**config.mk**
```make
export PLATFORM = sky130hd
export DESIGN_NAME = rst_pg_seq
export DESIGN_NICKNAME = d
export VERILOG_FILES = /design/src/rtl/rst_pg_pkg.sv /design/src/rtl/btn_debounce.sv /design/src/rtl/rail_delay.sv /design/src/rtl/reset_merge.sv /design/src/rtl/rst_pg_seq.sv
export SDC_FILE = /design/constraint.sdc
export NUM_CORES = 1
export LEC_CHECK = 0
export CAP_MARGIN = 20
export CORE_ASPECT_RATIO = 1.1
export CORE_MARGIN = 1
export CORE_UTILIZATION = 30
export CTS_CLUSTER_DIAMETER = 60
export DETAILED_ROUTE_END_ITERATION = 7
export PLACE_DENSITY = 0.55
export RECOVER_POWER = 50
export SLEW_MARGIN = 20
export SYNTH_ARGS = -nofsm -noshare
export SYNTH_HDL_FRONTEND = slang
export SYNTH_SLANG_ARGS = --single-unit
```
**constraint.sdc**
```tcl
create_clock -name clk -period 4.1 [get_ports clk]
set_input_delay 1.23 -clock clk [delete_from_list [all_inputs] [get_ports clk]]
set_output_delay 1.23 -clock clk [all_outputs]
set_load 0.1 [all_outputs]
```
**src/rtl/rst_pg_pkg.sv**
```systemverilog
package rst_pg_pkg;
  typedef enum logic [1:0] {
    PG_100MS = 2'd0,
    PG_200MS = 2'd1,
    PG_300MS = 2'd2,
    PG_400MS = 2'd3
  } pg_dly_e;

  // cycles of the main power-good delay for a given code
  function automatic int unsigned pg_delay_cycles(input logic [1:0] code,
                                                  input int unsigned step_cyc);
    return (int'(code) + 1) * step_cyc;
  endfunction
endpackage

```
**src/rtl/btn_debounce.sv**
```systemverilog
module btn_debounce #(
  parameter int unsigned STABLE_CYC = 100
) (
  input  logic clk,
  input  logic rst_n,
  input  logic raw_n,
  output logic deb_n
);
  localparam int unsigned CW = $clog2(STABLE_CYC + 1);
  localparam logic [CW-1:0] LAST = CW'(STABLE_CYC - 1);

  logic [CW-1:0] cnt_q;
  logic          state_q;

  always_ff @(posedge clk or negedge rst_n) begin
    if (!rst_n) begin
      cnt_q   <= '0;
      state_q <= 1'b1;
    end else if (raw_n == state_q) begin
      cnt_q <= '0;
    end else if (cnt_q >= LAST) begin
      cnt_q   <= '0;
      state_q <= raw_n;
    end else begin
      cnt_q <= cnt_q + 1'b1;
    end
  end

  assign deb_n = state_q;
endmodule

```
**src/rtl/rail_delay.sv**
```systemverilog
module rail_delay #(
  parameter int unsigned CW = 8
) (
  input  logic          clk,
  input  logic          rst_n,
  input  logic          ok,
  input  logic [CW-1:0] limit,
  output logic          good
);
  logic [CW-1:0] cnt_q;
  logic          good_q;

  always_ff @(posedge clk or negedge rst_n) begin
    if (!rst_n) begin
      cnt_q  <= '0;
      good_q <= 1'b0;
    end else if (!ok) begin
      cnt_q  <= '0;
      good_q <= 1'b0;
    end else if (!good_q) begin
      if (cnt_q >= limit - 1'b1) begin
        cnt_q  <= '0;
        good_q <= 1'b1;
      end else begin
        cnt_q <= cnt_q + 1'b1;
      end
    end
  end

  // a lost rail drops the output in the same cycle
  assign good = good_q & ok;
endmodule

```
**src/rtl/reset_merge.sv**
```systemverilog
module reset_merge #(
  parameter int unsigned N_OUT = 5,
  parameter int unsigned N_AUX = 2
) (
  input  logic             bus_rst_n,
  input  logic             btn_rst_n,
  input  logic             aux_rst_n,
  output logic [N_OUT-1:0] rst_out_n
);
  localparam int unsigned FIRST_AUX = N_OUT - N_AUX;

  for (genvar i = 0; i < N_OUT; i++) begin : g_out
    if (i >= FIRST_AUX) begin : g_aux
      assign rst_out_n[i] = bus_rst_n & btn_rst_n & aux_rst_n;
    end else begin : g_plain
      assign rst_out_n[i] = bus_rst_n & btn_rst_n;
    end
  end
endmodule

```
**src/rtl/rst_pg_seq.sv**
```systemverilog
module rst_pg_seq
  import rst_pg_pkg::*;
#(
  parameter int unsigned CYCLES_PER_MS = 50000,
  parameter int unsigned DEB_MS        = 50,
  parameter int unsigned RSM_MS        = 66,
  parameter int unsigned PG_STEP_MS    = 100,
  parameter int unsigned N_PCI         = 5,
  parameter int unsigned N_AUX         = 2
) (
  input  logic             clk,
  input  logic             rst_n,
  input  logic             main_ok,
  input  logic             stby_ok,
  input  logic             btn_n,
  input  logic             bus_rst_n,
  input  logic             aux_rst_n,
  input  logic             btn_to_pci,
  input  logic [1:0]       pg_dly,
  output logic             pg_main_a,
  output logic             pg_main_b,
  output logic             rsm_rst_n,
  output logic [N_PCI-1:0] pci_rst_n
);
  localparam int unsigned DEB_CYC     = DEB_MS * CYCLES_PER_MS;
  localparam int unsigned RSM_CYC     = RSM_MS * CYCLES_PER_MS;
  localparam int unsigned PG_STEP_CYC = PG_STEP_MS * CYCLES_PER_MS;
  localparam int unsigned PG_MAX_CYC  = 4 * PG_STEP_CYC;
  localparam int unsigned MAX_CYC     = (PG_MAX_CYC > RSM_CYC) ? PG_MAX_CYC : RSM_CYC;
  localparam int unsigned TW          = $clog2(MAX_CYC + 1);

  logic          btn_deb;
  logic          main_good;
  logic [TW-1:0] pg_limit;
  logic          btn_pci_n;
  logic          btn_pg;

  btn_debounce #(.STABLE_CYC(DEB_CYC)) deb_i (
    .clk   (clk),
    .rst_n (rst_n),
    .raw_n (btn_n),
    .deb_n (btn_deb)
  );

  assign pg_limit = TW'(pg_delay_cycles(pg_dly, PG_STEP_CYC));

  rail_delay #(.CW(TW)) main_tmr_i (
    .clk   (clk),
    .rst_n (rst_n),
    .ok    (main_ok),
    .limit (pg_limit),
    .good  (main_good)
  );

  rail_delay #(.CW(TW)) stby_tmr_i (
    .clk   (clk),
    .rst_n (rst_n),
    .ok    (stby_ok),
    .limit (TW'(RSM_CYC)),
    .good  (rsm_rst_n)
  );

  // routing of the debounced button
  assign btn_pci_n = btn_to_pci ? btn_deb : 1'b1;
  assign btn_pg    = btn_to_pci ? 1'b1 : btn_deb;

  assign pg_main_a = main_good & btn_pg;
  assign pg_main_b = main_good & btn_pg;

  reset_merge #(.N_OUT(N_PCI), .N_AUX(N_AUX)) merge_i (
    .bus_rst_n (bus_rst_n),
    .btn_rst_n (btn_pci_n),
    .aux_rst_n (aux_rst_n),
    .rst_out_n (pci_rst_n)
  );
endmodule

```
* Word-level counts from Yosys, hierarchy flattened
Index checks and enable logic that the tools add are counted.
Storage, ports and cells: output and inout bits 8, logic and storage cells 41, bits in registers 75, input port bits 10
Operators by class: reductions and logical operators 1, add/sub/neg operators 5, multiplexer cells 16, bitwise operators 6, order comparisons 3, eq/ne operators 3, multiply operators 1
Operators with widths (number):
- 25-bit two-way mux | 6
- 25-bit by 1-bit adder with 25-bit output (second input constant) | 2
- 22-bit two-way mux | 2
- 25-bit by 22-bit >= comparator with 1-bit output (second input constant) | 1
- 25-bit >= comparator | 1
- 25-bit by 1-bit subtractor with 25-bit output (second input constant) | 1
- 22-bit by 1-bit adder with 22-bit output (second input constant) | 1
- 22-bit >= comparator (second input constant) | 1
- 3-bit by 17-bit multiplier with 19-bit output (second input constant) | 1
- 1-bit two-way mux | 8
- 1-bit bitwise AND | 5
- 2-bit != test (second input constant) | 2
- 2-bit by 1-bit adder with 3-bit output (second input constant) | 1
- 2-bit AND reduction | 1
- 1-bit == test | 1
- 1-bit NOT | 1

* Depth between registers and ports, before layout
Gate-level depths: netlist of run 1.
word-level depth 7, mapped depth 16

* By module
A second synthesis of run 1 with hierarchy kept.
Unflattened totals: cell total of the unflattened synthesis 757, area, all modules 6706.4 sq um
Modules (own cells, without submodules):
- rail_delay at stby_tmr_i | area each 2695.1 sq um, sequential area each 650.6 sq um, times used 1, cells each 312
- rail_delay at main_tmr_i | area each 2443.6 sq um, sequential area each 650.6 sq um, times used 1, cells each 287
- btn_debounce | area each 1287.5 sq um, sequential area each 576.8 sq um, times used 1, cells each 124
- rst_pg_seq | area each 245.2 sq um, sequential area each 0.0 sq um, times used 1, cells each 29
- reset_merge | area each 35.0 sq um, sequential area each 0.0 sq um, times used 1, cells each 5

* Worst setup path after synthesis of run 1
No wires, ideal clock.
path type input to output, from input bus_rst_n, to output pci_rst_n[4], slack -2125 ps, data arrival time 4995 ps, required time 2870 ps, path buffers 1, stages 3, cell sequence a21boi_0 -> and2_1 -> buf_4
Between the ends: longest elaborated chain between the ends 2
Ends and longest elaborated chain:
- start, declared | RTL line rst_pg_seq.sv:16 | input logic bus_rst_n,
- 1-bit bitwise AND (2 in series)
- end, declared | RTL line rst_pg_seq.sv:23 | output logic [N_PCI-1:0] pci_rst_n
No other way between the ends.

* Final worst setup path of run 1
from input pg_dly[0], to register main_tmr_i.cnt_q[21]
Between the ends: longest elaborated chain between the ends 7
Ends and longest elaborated chain:
- start, declared | RTL line rst_pg_seq.sv:19 | input logic [1:0] pg_dly,
- 2-bit by 1-bit adder with 3-bit output | RTL line rst_pg_pkg.sv:12 | return (int'(code) + 1) * step_cyc;
- 3-bit by 17-bit multiplier with 19-bit output | RTL line rst_pg_pkg.sv:12
- 25-bit by 1-bit subtractor with 25-bit output | RTL line rail_delay.sv:21 | if (cnt_q >= limit - 1'b1) begin
- 25-bit >= comparator | RTL line rail_delay.sv:21
- 25-bit two-way mux | RTL line rail_delay.sv:21
- 25-bit two-way mux | RTL line rail_delay.sv:20 | end else if (!good_q) begin
- 25-bit two-way mux | RTL line rail_delay.sv:17 | end else if (!ok) begin
- end signal, assigned | RTL line rail_delay.sv:25 | cnt_q <= cnt_q + 1'b1;
- end, declared | RTL line rail_delay.sv:10 | logic [CW-1:0] cnt_q;
No other way between the ends. The select of a mux whose other input is x is not followed. A chain may end at the register's enable or synchronous reset.

==> flow_summary.toml, run 1 <==
[floorplanning]
die_height_um = 133
start_util_pct = 31.0
io_pins = 18
rows = 47
chipWidth_um = 122
core-area_um2 = 15200
dieArea_um2 = 16200

[worst_setup_path]
critPathRequiredTime_ns = 4.31
r2r-end = "main_tmr_i.cnt_q[21]"
timing.rr.start = "main_tmr_i.cnt_q[17]"
worst_r2r_path_depth = 9
r2r_setup_slack_ns = 1.42
cp-end-kind = "flop"
criticalPathCategory = "primary input to flop"
cp_data_arrival_time_ns = 4.26
critical_path.max_fanout = 6
critPathLaunchType = "primary input"

[yosys]
syn_inst = 523
async_flop_share_pct = 100
ys_warn_count = 0
synth_top_area_share_pct = 39.3
synthTopCellsByCount = "dfrtp_1, nand2_1, nor2_1"
synthTopCellsByArea = "dfrtp_1, ha_1, a31oi_1"
synth.cell_area_um2 = 4720
syn_nets = 564
synth_edf_count = 0
yosys.area.top_type = "dfrtp_1"
synth_flop_cell = "dfrtp_1"
yosysSeqAreaShare_pct = 39.8
synth_seq_cells = 75
synthDistinctLibCells = 51
avgSynthCellArea_um2 = 9.02
yosysMostFrequentCell = "dfrtp_1"

[cts]
cts_buffer_depth = 2
cts_sinks = 75
cts_tree = "built"
ctsHoldBuffers = 0
clkTransAtPathRegs_ns = 0.06
cts_buffers = 9
clkLatencyLatePin_ns = 0.33
htreeDepth = 3
root_buffer = "clkbuf_16"

[final_layout]
regArea_um2 = 1880
area_delta_synth_final_pct = 26.3
diodes = 0
fin_util_pct = 39.1
layout-drive-gt1-share_pct = 16.1
nFillCells = 1457
multi_input_area_um2 = 2860
final_nets = 595

[placed_design]
gp_congestion = 0.825
port_buffers = 17
dp_hpwl_um = 7590

[global_routing]
grtUsageTotal_pct = 13.9
antenna_found_initial = 0
grt_pass1_wl_um = 18300
grt_max_degree = 76
grt_pass1_vias = 3875
overflow = 0

[detailed_routing]
ant_nets = 0
drt_iter0_markers = 311
routed_wl_um = 11100
avgRoutedWirePerCell_um = 14.7
drc = 0
via_per_inst = 5.36
first_pass_iters = 4
via_count = 4044

[run_status]
status = "complete, but fails checks"
violations = "max-capacitance violations, max-slew violations"

[timing]
timing.final.crit_share_pct = 98.9
slew_headroom_pct = -26.4
period_minus_slack_ns = 4.06
skew_ns = 0.00624
rsz0062_at_grt = "yes"
setup_violations = 0
hold_viol_final = 0
slew_violations = 76
worst_slew_pin_slew_ns = 1.90
fmax_mhz = 247

[flow_run]
maxCapViolCount = 1

[worst_hold_path]
holdPathStages = 1
hold_start = "deb_i.cnt_q[0]"
hold_path_class = "flop to flop"
hold_end = "deb_i.cnt_q[0]"

[pwr]
powerDensity_nw_per_um2 = 323
p_total_mw = 1.93
ir_drop_mv = 0.247
p_leak_nw = 2.54
[logic make-up (layout without fill, tap and decap cells)]
family | Yosys count | count (layout) | share of synthesized area [%]
compound gates | 121 | 121 | 16.9
xor+xnor | 27 | 27 | 5.01
fa+ha+maj | 31 | 31 | 8.22
buf+inv | 45 | 81 | 4.14
flops | 75 | 75 | 39.8
mux | 8 | 8 | 1.70
simple gates | 216 | 216 | 24.2
[metrics by stage]
stage               std cells  cell area (um2)  setup WS, ns  hold WS (ns)  TNS (ns)
finish                    755             5960        0.0445         0.488         0
floorplan                 523             4800        -0.121         0.453    -0.273
global placement          734             5350        -0.536         0.474    -13.18
CTS                       750             5700        0.0175         0.489         0
global route              755             5960        -0.117         0.508     -1.15
detailed placement        734             5350        -0.698         0.479    -16.23
[final cells by class]
cell class                      instances  share of cell area (%)
Multi-Input combinational cell        403                    48.0
Tap cell                              196                    4.12
Inverter                               19                    1.32
Clock inverter                          7                    2.08
Timing Repair Buffer                   46                    9.12
Sequential cell                        75                    31.5
Clock buffer                            9                    3.78
[how the worst max path moves through the flow]
stage | start | end | slack (ns) | depth (start not counted)
floorplan | main_ok | pg_main_b | -0.12 | 5
finish | pg_dly[0] | main_tmr_i.cnt_q[21] | 0.04 | 17
global placement | pg_dly[1] | main_tmr_i.cnt_q[10] | -0.54 | 16
CTS | pg_dly[0] | main_tmr_i.cnt_q[18] | 0.02 | 16
detailed placement | pg_dly[1] | main_tmr_i.cnt_q[8] | -0.70 | 15
global route | pg_dly[0] | main_tmr_i.cnt_q[21] | -0.12 | 17
[sequential cells by signal, summed over array words and instances, names as in the netlist]
| name | cells |
|---|---|
| deb_i.cnt_q | 22 |
| deb_i.deb_n | 1 |
| main_tmr_i.cnt_q | 25 |
| main_tmr_i.good_q | 1 |
| stby_tmr_i.cnt_q | 25 |
| stby_tmr_i.good_q | 1 |
[critical path: stages]
cell and delay, ns:
buf_8 0.10, inv_6 0.05, ha_4 0.20, xnor2_2 0.13, ha_1 0.28, nand3b_1 0.19
a21oi_2 0.17, xnor2_1 0.08, ha_1 0.30, nand2_1 0.06, or4_4 0.44, a2111oi_4 0.36
nor3_4 0.11, buf_6 0.15, clkbuf_16 0.16, a31oi_4 0.17, mux2i_1 0.09
[layout by cell type (no fill, tap or decap), types with 5 or more instances in the layout]
master / netlist / layout
a21oi_1: 25 / 24
a31oi_1: 40 / 30
a31oi_4: 0 / 7
and3_1: 18 / 18
and4_1: 5 / 5
buf_12: 0 / 9
buf_4: 4 / 20
buf_6: 1 / 6
clkbuf_16: 0 / 11
clkdlybuf4s50_1: 0 / 5
dfrtp_1: 74 / 74
ha_1: 31 / 30
inv_1: 19 / 17
mux2i_1: 8 / 8
nand2_1: 41 / 40
nand2b_1: 5 / 5
nand3_1: 30 / 30
nand3b_1: 9 / 9
nand4_1: 24 / 24
nor2_1: 41 / 40
nor2b_1: 6 / 6
nor3_1: 10 / 9
o211ai_1: 5 / 5
o21a_1: 5 / 5
o21ai_0: 16 / 16
o22ai_1: 5 / 5
or3_1: 9 / 9
xnor2_1: 10 / 9
xor2_1: 17 / 17
[layer usage]
layer	global-route usage (%)	up-vias	part of all wire, %
li1	-	2006	-
met1	17.6	1969	45
met2	24.3	62	52
met3	1.80	7	2.0
met4	4.18	0	0.84
met5	0	-	0
[power breakdown]
part	internal, mW	total, mW	switching [mW]
registers	0.761	0.789	0.0277
logic	0.0886	0.217	0.128
clock network	0.600	0.920	0.320
total	1.45	1.93	0.476
[what timing repair did]
action	4_1_cts	5_1_grt
setup endpoints to repair	26	25
pin swaps	2	12
hold endpoints to repair	0	0
cloned	0	3
resized for setup	7	34
buffers inserted	0	2
Note: power is estimated with default switching activity, not from simulation.
==> run 2: changes to the inputs <==
--- a/config.mk
+++ b/config.mk
@@ -5,7 +5,6 @@
 export SDC_FILE = /design/constraint.sdc
 export NUM_CORES = 1
 export LEC_CHECK = 0
-export CAP_MARGIN = 20
 export CORE_ASPECT_RATIO = 1.1
 export CORE_MARGIN = 1
 export CORE_UTILIZATION = 30
==> results of run 2 <==
Same layout as run 1: the final DEF is identical, and so are final timing and power.
